[src/rtl/swz_pkg.sv]
package swz_pkg;
  localparam int MAP_BYTES = 16;
  localparam int BPE_W     = 5;
  localparam int SEL_W     = 4;

  typedef enum logic [1:0] {
    ST_IDLE = 2'd0,
    ST_GEN  = 2'd1,
    ST_FIN  = 2'd2
  } swz_state_e;
endpackage

[src/rtl/swz_cursor.sv]
module swz_cursor (
  input  logic       clk_i,
  input  logic       rst_ni,
  input  logic       load_i,
  input  logic       step_i,
  input  logic [1:0] cpp_m1_i,
  input  logic [1:0] nd_m1_i,
  output logic [1:0] comp_o,
  output logic [1:0] byte_o,
  output logic       last_o
);
  logic [1:0] comp_q, byte_q;

  always_ff @(posedge clk_i or negedge rst_ni) begin
    if (!rst_ni) begin
      comp_q <= '0;
      byte_q <= '0;
    end else if (load_i) begin
      comp_q <= '0;
      byte_q <= '0;
    end else if (step_i) begin
      if (byte_q == cpp_m1_i) begin
        byte_q <= '0;
        comp_q <= comp_q + 2'd1;
      end else begin
        byte_q <= byte_q + 2'd1;
      end
    end
  end

  assign comp_o = comp_q;
  assign byte_o = byte_q;
  assign last_o = (comp_q == nd_m1_i) && (byte_q == cpp_m1_i);

  p_byte_bound_r3: assert property (@(posedge clk_i) disable iff (!rst_ni)
    step_i |-> (byte_q <= cpp_m1_i) && (comp_q <= nd_m1_i));
endmodule

[src/rtl/swz_lane_enc.sv]
module swz_lane_enc
  import swz_pkg::*;
(
  input  logic [SEL_W-1:0] sel_i,
  input  logic [1:0]       comp_i,
  input  logic [1:0]       byte_i,
  input  logic [1:0]       cpp_m1_i,
  output logic [3:0]       lane_o,
  output logic [7:0]       val_o,
  output logic             src_hit_o
);
  logic [3:0] cpp;

  always_comb begin
    cpp       = 4'(cpp_m1_i) + 4'd1;
    lane_o    = 4'(comp_i) * cpp + 4'(byte_i);
    src_hit_o = 1'b0;
    if (sel_i < 4'd4) begin
      val_o     = 8'(sel_i) * 8'(cpp) + 8'(byte_i);
      src_hit_o = 1'b1;
    end else if (sel_i == 4'd4) begin
      val_o = 8'h10 + 8'(byte_i);
    end else if (sel_i == 4'd5) begin
      val_o = 8'h14 + 8'(byte_i);
    end else begin
      val_o = 8'h80;
    end
  end
endmodule

[src/rtl/swz_size_calc.sv]
module swz_size_calc
  import swz_pkg::*;
#(
  parameter  int XCNT_W = 16,
  localparam int LINE_W = XCNT_W + BPE_W
) (
  input  logic              fmt_en_i,
  input  logic [1:0]        cpp_m1_i,
  input  logic [1:0]        ns_m1_i,
  input  logic [1:0]        nd_m1_i,
  input  logic              src_ref_i,
  input  logic [XCNT_W-1:0] xcnt_i,
  output logic [BPE_W-1:0]  src_bpe_o,
  output logic [BPE_W-1:0]  dst_bpe_o,
  output logic [LINE_W-1:0] src_line_o,
  output logic [LINE_W-1:0] dst_line_o,
  output logic [15:0]       pack_o
);
  logic [BPE_W-1:0] cpp, ns, nd;

  always_comb begin
    cpp = BPE_W'(cpp_m1_i) + BPE_W'(1);
    ns  = BPE_W'(ns_m1_i) + BPE_W'(1);
    nd  = BPE_W'(nd_m1_i) + BPE_W'(1);
    if (fmt_en_i) begin
      src_bpe_o  = cpp * ns;
      dst_bpe_o  = cpp * nd;
      src_line_o = src_ref_i ? LINE_W'(xcnt_i) * LINE_W'(src_bpe_o) : '0;
      dst_line_o = LINE_W'(xcnt_i) * LINE_W'(dst_bpe_o);
    end else begin
      src_bpe_o  = BPE_W'(1);
      dst_bpe_o  = BPE_W'(1);
      src_line_o = LINE_W'(xcnt_i);
      dst_line_o = LINE_W'(xcnt_i);
    end
    pack_o = {8'(dst_bpe_o - BPE_W'(1)), 8'(src_bpe_o - BPE_W'(1))};
  end
endmodule

[src/rtl/swz_map_gen.sv]
module swz_map_gen
  import swz_pkg::*;
#(
  parameter  int XCNT_W = 16,
  localparam int LINE_W = XCNT_W + BPE_W
) (
  input  logic                   clk_i,
  input  logic                   rst_ni,
  input  logic                   start_i,
  input  logic                   fmt_en_i,
  input  logic [31:0]            fmt_i,
  input  logic [XCNT_W-1:0]      xcnt_i,
  input  logic [31:0]            const0_i,
  input  logic [31:0]            const1_i,
  output logic                   busy_o,
  output logic                   done_o,
  output logic [MAP_BYTES*8-1:0] map_o,
  output logic [63:0]            const_o,
  output logic [BPE_W-1:0]       src_bpe_o,
  output logic [BPE_W-1:0]       dst_bpe_o,
  output logic [LINE_W-1:0]      src_line_o,
  output logic [LINE_W-1:0]      dst_line_o,
  output logic [15:0]            size_pack_o
);
  swz_state_e state_q;
  logic [31:0]         fmt_q;
  logic                fmt_en_q;
  logic [XCNT_W-1:0]   xcnt_q;
  logic [63:0]         const_q;
  logic [MAP_BYTES-1:0][7:0] map_q;
  logic                src_ref_q, done_q;
  logic [BPE_W-1:0]    src_bpe_q, dst_bpe_q;
  logic [LINE_W-1:0]   src_line_q, dst_line_q;
  logic [15:0]         pack_q;

  logic start_acc;
  logic [1:0] cpp_m1, ns_m1, nd_m1, comp, bsel;
  logic last;
  logic [SEL_W-1:0] sel;
  logic [3:0] lane;
  logic [7:0] lane_val;
  logic src_hit;
  logic [BPE_W-1:0]  c_src_bpe, c_dst_bpe;
  logic [LINE_W-1:0] c_src_line, c_dst_line;
  logic [15:0]       c_pack;

  assign start_acc = start_i && (state_q == ST_IDLE);
  assign cpp_m1    = fmt_q[17:16];
  assign ns_m1     = fmt_q[21:20];
  assign nd_m1     = fmt_q[25:24];
  assign sel       = fmt_q[{comp, 2'b00} +: SEL_W];

  swz_cursor u_cursor (
    .clk_i    (clk_i),
    .rst_ni   (rst_ni),
    .load_i   (start_acc),
    .step_i   (state_q == ST_GEN),
    .cpp_m1_i (cpp_m1),
    .nd_m1_i  (nd_m1),
    .comp_o   (comp),
    .byte_o   (bsel),
    .last_o   (last)
  );

  swz_lane_enc u_lane (
    .sel_i     (sel),
    .comp_i    (comp),
    .byte_i    (bsel),
    .cpp_m1_i  (cpp_m1),
    .lane_o    (lane),
    .val_o     (lane_val),
    .src_hit_o (src_hit)
  );

  swz_size_calc #(.XCNT_W(XCNT_W)) u_size (
    .fmt_en_i   (fmt_en_q),
    .cpp_m1_i   (cpp_m1),
    .ns_m1_i    (ns_m1),
    .nd_m1_i    (nd_m1),
    .src_ref_i  (src_ref_q),
    .xcnt_i     (xcnt_q),
    .src_bpe_o  (c_src_bpe),
    .dst_bpe_o  (c_dst_bpe),
    .src_line_o (c_src_line),
    .dst_line_o (c_dst_line),
    .pack_o     (c_pack)
  );

  always_ff @(posedge clk_i or negedge rst_ni) begin
    if (!rst_ni) begin
      state_q    <= ST_IDLE;
      fmt_q      <= '0;
      fmt_en_q   <= 1'b0;
      xcnt_q     <= '0;
      const_q    <= '0;
      map_q      <= '0;
      src_ref_q  <= 1'b0;
      done_q     <= 1'b0;
      src_bpe_q  <= '0;
      dst_bpe_q  <= '0;
      src_line_q <= '0;
      dst_line_q <= '0;
      pack_q     <= '0;
    end else if (start_acc) begin
      fmt_q     <= fmt_i;
      fmt_en_q  <= fmt_en_i;
      xcnt_q    <= xcnt_i;
      const_q   <= {const1_i, const0_i};
      map_q     <= '0;
      src_ref_q <= 1'b0;
      done_q    <= 1'b0;
      state_q   <= fmt_en_i ? ST_GEN : ST_FIN;
    end else begin
      done_q <= 1'b0;
      unique case (state_q)
        ST_GEN: begin
          map_q[lane] <= lane_val;
          src_ref_q   <= src_ref_q | src_hit;
          if (last) state_q <= ST_FIN;
        end
        ST_FIN: begin
          src_bpe_q  <= c_src_bpe;
          dst_bpe_q  <= c_dst_bpe;
          src_line_q <= c_src_line;
          dst_line_q <= c_dst_line;
          pack_q     <= c_pack;
          done_q     <= 1'b1;
          state_q    <= ST_IDLE;
        end
        default: ;
      endcase
    end
  end

  assign busy_o      = (state_q != ST_IDLE);
  assign done_o      = done_q;
  assign map_o       = map_q;
  assign const_o     = const_q;
  assign src_bpe_o   = src_bpe_q;
  assign dst_bpe_o   = dst_bpe_q;
  assign src_line_o  = src_line_q;
  assign dst_line_o  = dst_line_q;
  assign size_pack_o = pack_q;

  p_done_pulse_r11: assert property (@(posedge clk_i) disable iff (!rst_ni)
    done_o |=> !done_o);
  p_done_idle_r11: assert property (@(posedge clk_i) disable iff (!rst_ni)
    done_o |-> !busy_o);
  p_map_cleared_r6: assert property (@(posedge clk_i) disable iff (!rst_ni)
    $rose(busy_o) |-> (map_q == '0));
  p_start_ignored_r12: assert property (@(posedge clk_i) disable iff (!rst_ni)
    (busy_o && start_i) |=> $stable(fmt_q) && $stable(xcnt_q) && $stable(const_q));
  p_nofmt_lines_r10: assert property (@(posedge clk_i) disable iff (!rst_ni)
    (done_o && !fmt_en_q) |-> (src_line_o == dst_line_o) && (size_pack_o == 16'h0));
  p_pack_r9: assert property (@(posedge clk_i) disable iff (!rst_ni)
    done_o |-> (size_pack_o[7:0] == 8'(src_bpe_o) - 8'd1)
            && (size_pack_o[15:8] == 8'(dst_bpe_o) - 8'd1));
endmodule

[config.mk]
export PLATFORM = sky130hd
export DESIGN_NAME = swz_map_gen
export DESIGN_NICKNAME = d
export VERILOG_FILES = /design/src/rtl/swz_pkg.sv /design/src/rtl/swz_cursor.sv /design/src/rtl/swz_lane_enc.sv /design/src/rtl/swz_size_calc.sv /design/src/rtl/swz_map_gen.sv
export SDC_FILE = /design/constraint.sdc
export NUM_CORES = 1
export LEC_CHECK = 0
export BUFFER_PORTS_ARGS = -buffer_cell sky130_fd_sc_hd__clkbuf_2
export CAP_MARGIN = 20
export CORE_MARGIN = 2
export CORE_UTILIZATION = 60
export CTS_CLUSTER_SIZE = 24
export DETAILED_ROUTE_END_ITERATION = 10
export GPL_TIMING_DRIVEN = 0
export PLACE_DENSITY = 0.95
export SLEW_MARGIN = 0
export SYNTH_ARGS = -nofsm -noshare
export SYNTH_HDL_FRONTEND = slang
export SYNTH_SLANG_ARGS = --single-unit
[constraint.sdc]
create_clock -name clk_i -period 11.3 [get_ports clk_i]
set_clock_uncertainty 0.2 [all_clocks]
set_input_delay 1.695 -clock clk_i [delete_from_list [all_inputs] [get_ports clk_i]]
set_output_delay 1.695 -clock clk_i [all_outputs]
set_load 0.01 [all_outputs]
# Word level (Yosys, flattened, before mapping)

Index checks and enable logic that the tools add are counted.

$add $sub $neg: 12
$mul: 6
Order comparisons: 3
Eq/ne operators: 7
Shift-type cells: 1
Multiplexer cells: 28
Bitwise logic cells: 2
Reduce and logical (&&, ||, !) cells: 11

Operators with widths:

| operator                                                          | count |
|---|---|
| 2-to-1 mux 128 bit                                                | 2 |
| bitwise mux 128 bit                                               | 1 |
| 2-to-1 mux 21 bit                                                 | 3 |
| multiplier 16 x 5 -> 21 bit                                       | 2 |
| demux 8 bit (select 4 bit)                                        | 1 |
| 2-to-1 mux 8 bit                                                  | 4 |
| indexed part select 32 x 5 -> 4 bit                               | 1 |
| 2-to-1 mux 2 bit                                                  | 9 |
| adder 2 x 1 -> 3 bit, second input constant                       | 4 |
| adder 5 x 2 -> 6 bit, first input constant                        | 2 |
| subtractor 5 x 1 -> 6 bit, second input constant                  | 2 |
| multiplier 5 x 5 -> 5 bit                                         | 2 |
| 2-to-1 mux 5 bit                                                  | 2 |
| adder 8 x 2 -> 8 bit                                              | 1 |
| equality test 4 x 3 -> 1 bit, second input constant               | 2 |
| multiplier 4 x 4 -> 8 bit                                         | 1 |
| AND reduction 2 bit                                               | 3 |
| nonzero test 2 bit                                                | 3 |
| < comparator 4 x 5 -> 1 bit, second input constant                | 1 |
| 2-to-1 mux 1 bit                                                  | 5 |
| adder 2 x 1 -> 2 bit, second input constant                       | 2 |
| adder 4 x 2 -> 4 bit                                              | 1 |
| equality test 2 bit                                               | 2 |
| greater-or-equal comparator 4 x 1 -> 1 bit, second input constant | 1 |
| 11 further kinds                                                  | 13 |

Register bits after elaboration: 317
Input bits: 116
Output and inout bits: 262
Word-level logic and storage cells: 100

# Logic depth before layout (Yosys ltp)

Depth in word-level cells: 10
Depth in mapped cells: 27
Mapped depth without buffers: 25

# Modules after synthesis

A second synthesis with hierarchy kept.

Cell total of the unflattened synthesis: 1871
Area, all modules: 19369.8 um2

Modules (own cells, without submodules):

| module        | times used | cells an instance | area each (um2) | seq. area each (um2) |
|---|---|---|---|---|
| swz_map_gen   | 1          | 946               | 12266.8         | 7582.3 |
| swz_size_calc | 1          | 819               | 6193.4          | 0.0 |
| swz_lane_enc  | 1          | 80                | 656.9           | 0.0 |
| swz_cursor    | 1          | 26                | 252.7           | 100.1 |

# Least setup slack after synthesis

OpenSTA, ideal clock, no wires.

Path kind: reg2reg
From: register fmt_q[17]
To: register dst_line_q[20] (netlist: dst_line_o[20])
Library setup time: 0.131 ns
Arrival time: 6.450 ns
Required time: 10.969 ns
Path slack: 4.519 ns
Cell stages (with the launch flop): 26
Path buffers: 3
Clock period less this slack: 6.781 ns
Cells stage by stage: dfrtp_1 > ha_1 > clkbuf_1 > nand2_1 > fa_1 > inv_1 > ha_1 > fa_1 > xor2_1 > xnor2_1 > clkbuf_1 > clkbuf_1 > nand2_1 > fa_1 > fa_1 > fa_1 > inv_1 > ha_1 > a21oi_1 > o21ai_0 > o2111ai_1 > a31oi_1 > and3_1 > a311oi_1 > xnor2_1 > o21ai_1

Cells in the longest elaborated chain, start to end: 4

RTL lines:

| element                     | RTL line            | RTL |
|---|---|---|
| start: declaration          | swz_map_gen.sv:26   | `logic [31:0] fmt_q;` |
| start signal: assignment    | swz_map_gen.sv:105  | `fmt_q <= fmt_i;` |
| adder 2 x 1 -> 3 bit        | swz_size_calc.sv:22 | `cpp = BPE_W'(cpp_m1_i) + BPE_W'(1);` |
| multiplier 5 x 5 -> 5 bit   | swz_size_calc.sv:27 | `dst_bpe_o = cpp * nd;` |
| multiplier 16 x 5 -> 21 bit | swz_size_calc.sv:29 | `dst_line_o = LINE_W'(xcnt_i) * LINE_W'(dst_bpe_o);` |
| 2-to-1 mux 21 bit           | swz_size_calc.sv:25 | `if (fmt_en_i) begin` |
| end signal: assignment      | swz_map_gen.sv:125  | `dst_line_q <= c_dst_line;` |
| end: declaration            | swz_map_gen.sv:33   | `logic [LINE_W-1:0] src_line_q, dst_line_q;` |

Every way passes these cells.
A chain may end at the register's enable or synchronous reset.

# Final worst setup path

Ends and elaborated chain as after synthesis.

==> results.env <==
OUTCOME='finished, final reports clean'
ASYNC_S_R_FF_SHARE_SYNTH_PCT=100
SYNTH.CELLS.MOST_FREQUENT='sky130_fd_sc_hd__nand2_1 (466), sky130_fd_sc_hd__dfrtp_1 (303), sky130_fd_sc_hd__inv_1 (139), sky130_fd_sc_hd__o21ai_0 (125), sky130_fd_sc_hd__and2_1 (118)'
GRT_FIRST_PASS_WIRELENGTH_MM=88.1
CELL_MODE_ON_CRITICAL_PATH='sky130_fd_sc_hd__fa_1'
TIMING.MAX_CAP.VIOLATIONS=0
WORST-PATH-MAX-FANOUT=10
REMAINING_DRC_ERRORS=0
SYNTH.NET_COUNT=2242
POWER.SHARE.SWITCHING_PCT=49.7
YOSYSWARNINGS=0
AVGVIACOUNTPERCELL=5.89
FIN_CRIT_SH_PCT=73.3
CORE_UM2=29500
PATH_CLASS='register to register'
MULTIINPUTGATEAREA_UM2=9220
POST_SYNTH_NUM_CELL_TYPES=55
POWER_FRAC_CLOCK_PCT=15.5
LAYOUT.NETS=2647
CLOCK.FMAX_MHz=121
WORSTPATHARRIVAL_PS=8480
SLEW_LIMIT_FAILS=0
MAXSLEWHEADROOM_PCT=37.0
YOSYS-TOP-CELLS-AREA='sky130_fd_sc_hd__dfrtp_1 (43%), sky130_fd_sc_hd__fa_1 (10%), sky130_fd_sc_hd__nand2_1 (9.8%)'
TOTAL_CLOCK_SINKS=303
CLKLATENCYLATEPIN_PS=540
KIND_OF_CELL_WITH_THE_HIGHEST_COMBINED_DELAY_ON_THE_CRITICAL_PATH='adder cells'
CRIT_PATH_END_KIND='register'
COMBINATIONALPOWERSHARE_PCT=62.2
SYNTH_FLOP_CELL='sky130_fd_sc_hd__dfrtp_1'
CP.BUFFERS_INVERTERS=5
GRT_ANTENNA_BEFORE_REPAIR=3
NUMBER_OF_ENABLE_TYPE_REGISTER_CELLS_IN_THE_SYNTHESIZED_NETLIST=0
FILLCELLCOUNT=2060
SYNTH.FF_LATCH_COUNT=303
CLK_ROOT_BUFFER_CELL='sky130_fd_sc_hd__clkbuf_16'
SETUP_REPAIR_AFTER_GLOBAL_ROUTING_MISSED_ITS_MARGIN='no'
CTS_TREE='yes'
CRITICAL_PATH_REQUIRED_PS=11500
POSTSYNTHCELLCOUNT=1948
POWER_mW=7.91
GRT_START_MAX_NET_PINS=113
POSTCTSSETUPREPAIRBUFS=0
CTSHTREEMAXLEVEL=2
TOP_AREA_CELL_TYPE_SHARE_OF_THE_NETLIST_AREA_PCT=42.5
DETAILEDROUTE.FIRSTITERATIONVIOLATIONS=1497
HOLD_SLACK_PS=271
IO_PINS=378
FLOORPLAN.ROWS=63
MINIMUM_CLOCK_PERIOD_AFTER_LAYOUT_PS=8280
ANT_NETS=0
DRT_FIRST_PASS_ITERS=6
P_SW_mW=3.93
POST_CTS_RESIZE_COUNT=0
MAX-CLOCK-PATH-BUFFERS=3
P_PER_AREA_nW_PER_UM2=368
COUNT_OF_FINAL_SETUP_VIOLATORS=0
NUMPORTBUFFERS=367
PLACE.GP.CONGESTION=0.937
SEQ_AREA_UM2=7580
WIRE_PER_INST_UM=20.0
HOLD_VIOL_FINAL=0
FP.DIEW_UM=176
SEQUENTIAL_TO_TOTAL_AREA_SHARE_FROM_YOSYS_STAT_PCT=42.5
WORSTMARGINPINSLEW_PS=944
STARTPOINT_TYPE_OF_THE_WORST_SETUP_PATH='register'
DIE_H_UM=176
SYN_AVG_CELL_AREA_UM2=9.15
WORST_PATH_LARGEST_CELL_DELAY_PS=590
DR_TOTAL_VIAS=16300
SYNTHTOLAYOUTAREAGROWTH_PCT=20.4
CTS_INSERTED_BUFFERS=34
YOSYS.CELL_COUNT.TOP_TYPE='sky130_fd_sc_hd__nand2_1'
CELL_WITH_THE_LARGEST_STAGE_DELAY_ON_THE_WORST_PATH='sky130_fd_sc_hd__clkbuf_1'
FIN_AREA_UM2=21500
VIA_COUNT_OF_THE_FIRST_GLOBAL_ROUTING_PASS=16800
SYNTH_AREA_UM2=17800
INITIAL_UTILIZATION_PCT=60.5
FINAL_LAYOUT_SIZE_SUFFIX_GT1_SHARE_PCT=19.0
SHARE_SEQ_OF_TOTAL_POWER_PCT=22.3
DP_HPWL_MM=40.4
SETUP-TNS-FINAL_PS=0
CELL_AREA_AFTER_PLACEMENT_UM2=20200
WIRELENGTH_MM=55.4
HOLD_PATH_CLASS='register to register'
PATH_CLK_SLEW_PS=60
POWER.LEAKAGE_nW=11.4
P_INT_mW=3.97
FP.DIEAREA_UM2=31100
GLOBALROUTETOTALUTIL_PCT=36.2
VDD_IR_DROP_MAX_mV=0.189
LEADING_AREA_CONTRIBUTOR_AFTER_SYNTHESIS='sky130_fd_sc_hd__dfrtp_1'
HOLD_BUFFERS=0
OVERFLOW=0
## registers in the layout, summed over array words and instances, names as in the netlist, 5 cells and up
signal       flops
src_bpe_o        5
size_pack_o     12
src_line_o      21
map_o          128
fmt_q           22
xcnt_q          16
dst_line_o      21
dst_bpe_o        5
const_o         64
## logic make-up (layout without fill, tap and decap cells)
family                   count (synthesis)  count (layout)  share of synthesized area (%)
adder cells (fa/ha/maj)                178             178                           16.4
flip-flops                             303             303                           42.5
XOR/XNOR                                48              48                           2.36
AO/OA/AOI/OAI                          320             320                           11.1
other                                    0               3                              0
buffers and inverters                  265             696                           5.71
multiplexers                             7               7                          0.681
AND/OR/NAND/NOR                        827             827                           21.2
## cells in the final DEF, fill, tap and decap left out, drive strengths merged, types with 5 or more instances in the layout
master  count
a211oi      8
and3        6
nor2b      36
nand3     114
a31oi       8
nand2b     17
nor3b       5
nor2       49
dfrtp     303
nand2     466
a32o       33
inv       142
and2      118
fa         93
bufinv      6
a21o       20
buf        20
o21ai     156
clkbuf    518
clkinv      8
nor3        8
ha         85
xnor2      26
xor2       22
a21oi      57
## cell type report
class | count | share of cell area (%)
clock inverter | 19 | 1.40
buffer | 126 | 2.31
timing repair buffer | 369 | 8.86
tap | 390 | 2.27
sequential | 303 | 35.3
antenna | 3 | 0.0350
inverter | 139 | 2.43
multi-input combinational | 1380 | 43.0
clock buffer | 43 | 4.40
## worst paths after layout
path,startpoint,end,slack (ps),cells past startpoint
max,fmt_q[17],dst_line_o[20],3020,25
min reg2reg,fmt_q[14],fmt_q[14],270,2
min,fmt_q[14],fmt_q[14],270,2
min in group asynchronous,rst_ni,src_line_o[5],1070,1
max reg2reg,fmt_q[17],dst_line_o[20],3020,25
max in group asynchronous,rst_ni,map_o[119],8350,3
## power by group through the flow
stage,clock network (mW),registers (mW),logic (mW)
after detailed placement,0,1.76,4.76
final,1.23,1.77,4.92
after global routing,1.27,1.80,5.45
after floorplan,0,1.86,3.12
after global placement,0,1.73,4.51
after CTS,1.23,1.75,4.83
## tightest hold or removal path, delay by kind of cell (launching register included)
kind          cells  cell delay, ps
flops             1             340
simple gates      2             100
## per-stage QoR
stage                     setup slack [ps]  util (%)  instances
after global routing                  2640      72.8       2771
after global placement                2180      68.3       2705
after detailed placement              3180      68.6       2707
after floorplan                       4520         -       1948
after CTS                             3120      72.8       2769
final                                 3020      72.8       2772
## metal layers
metal | track usage (%) | wire (um) | vias up | share of wire, %
met5 | 0 | 13 | - | 0.023
met1 | 42.3 | 19800 | 7955 | 36
met4 | 20.6 | 3590 | 2 | 6.5
met3 | 8.61 | 5120 | 253 | 9.2
met2 | 61.4 | 26900 | 966 | 49
li1 | - | - | 7161 | -
Power figures use the tool's default switching activity.
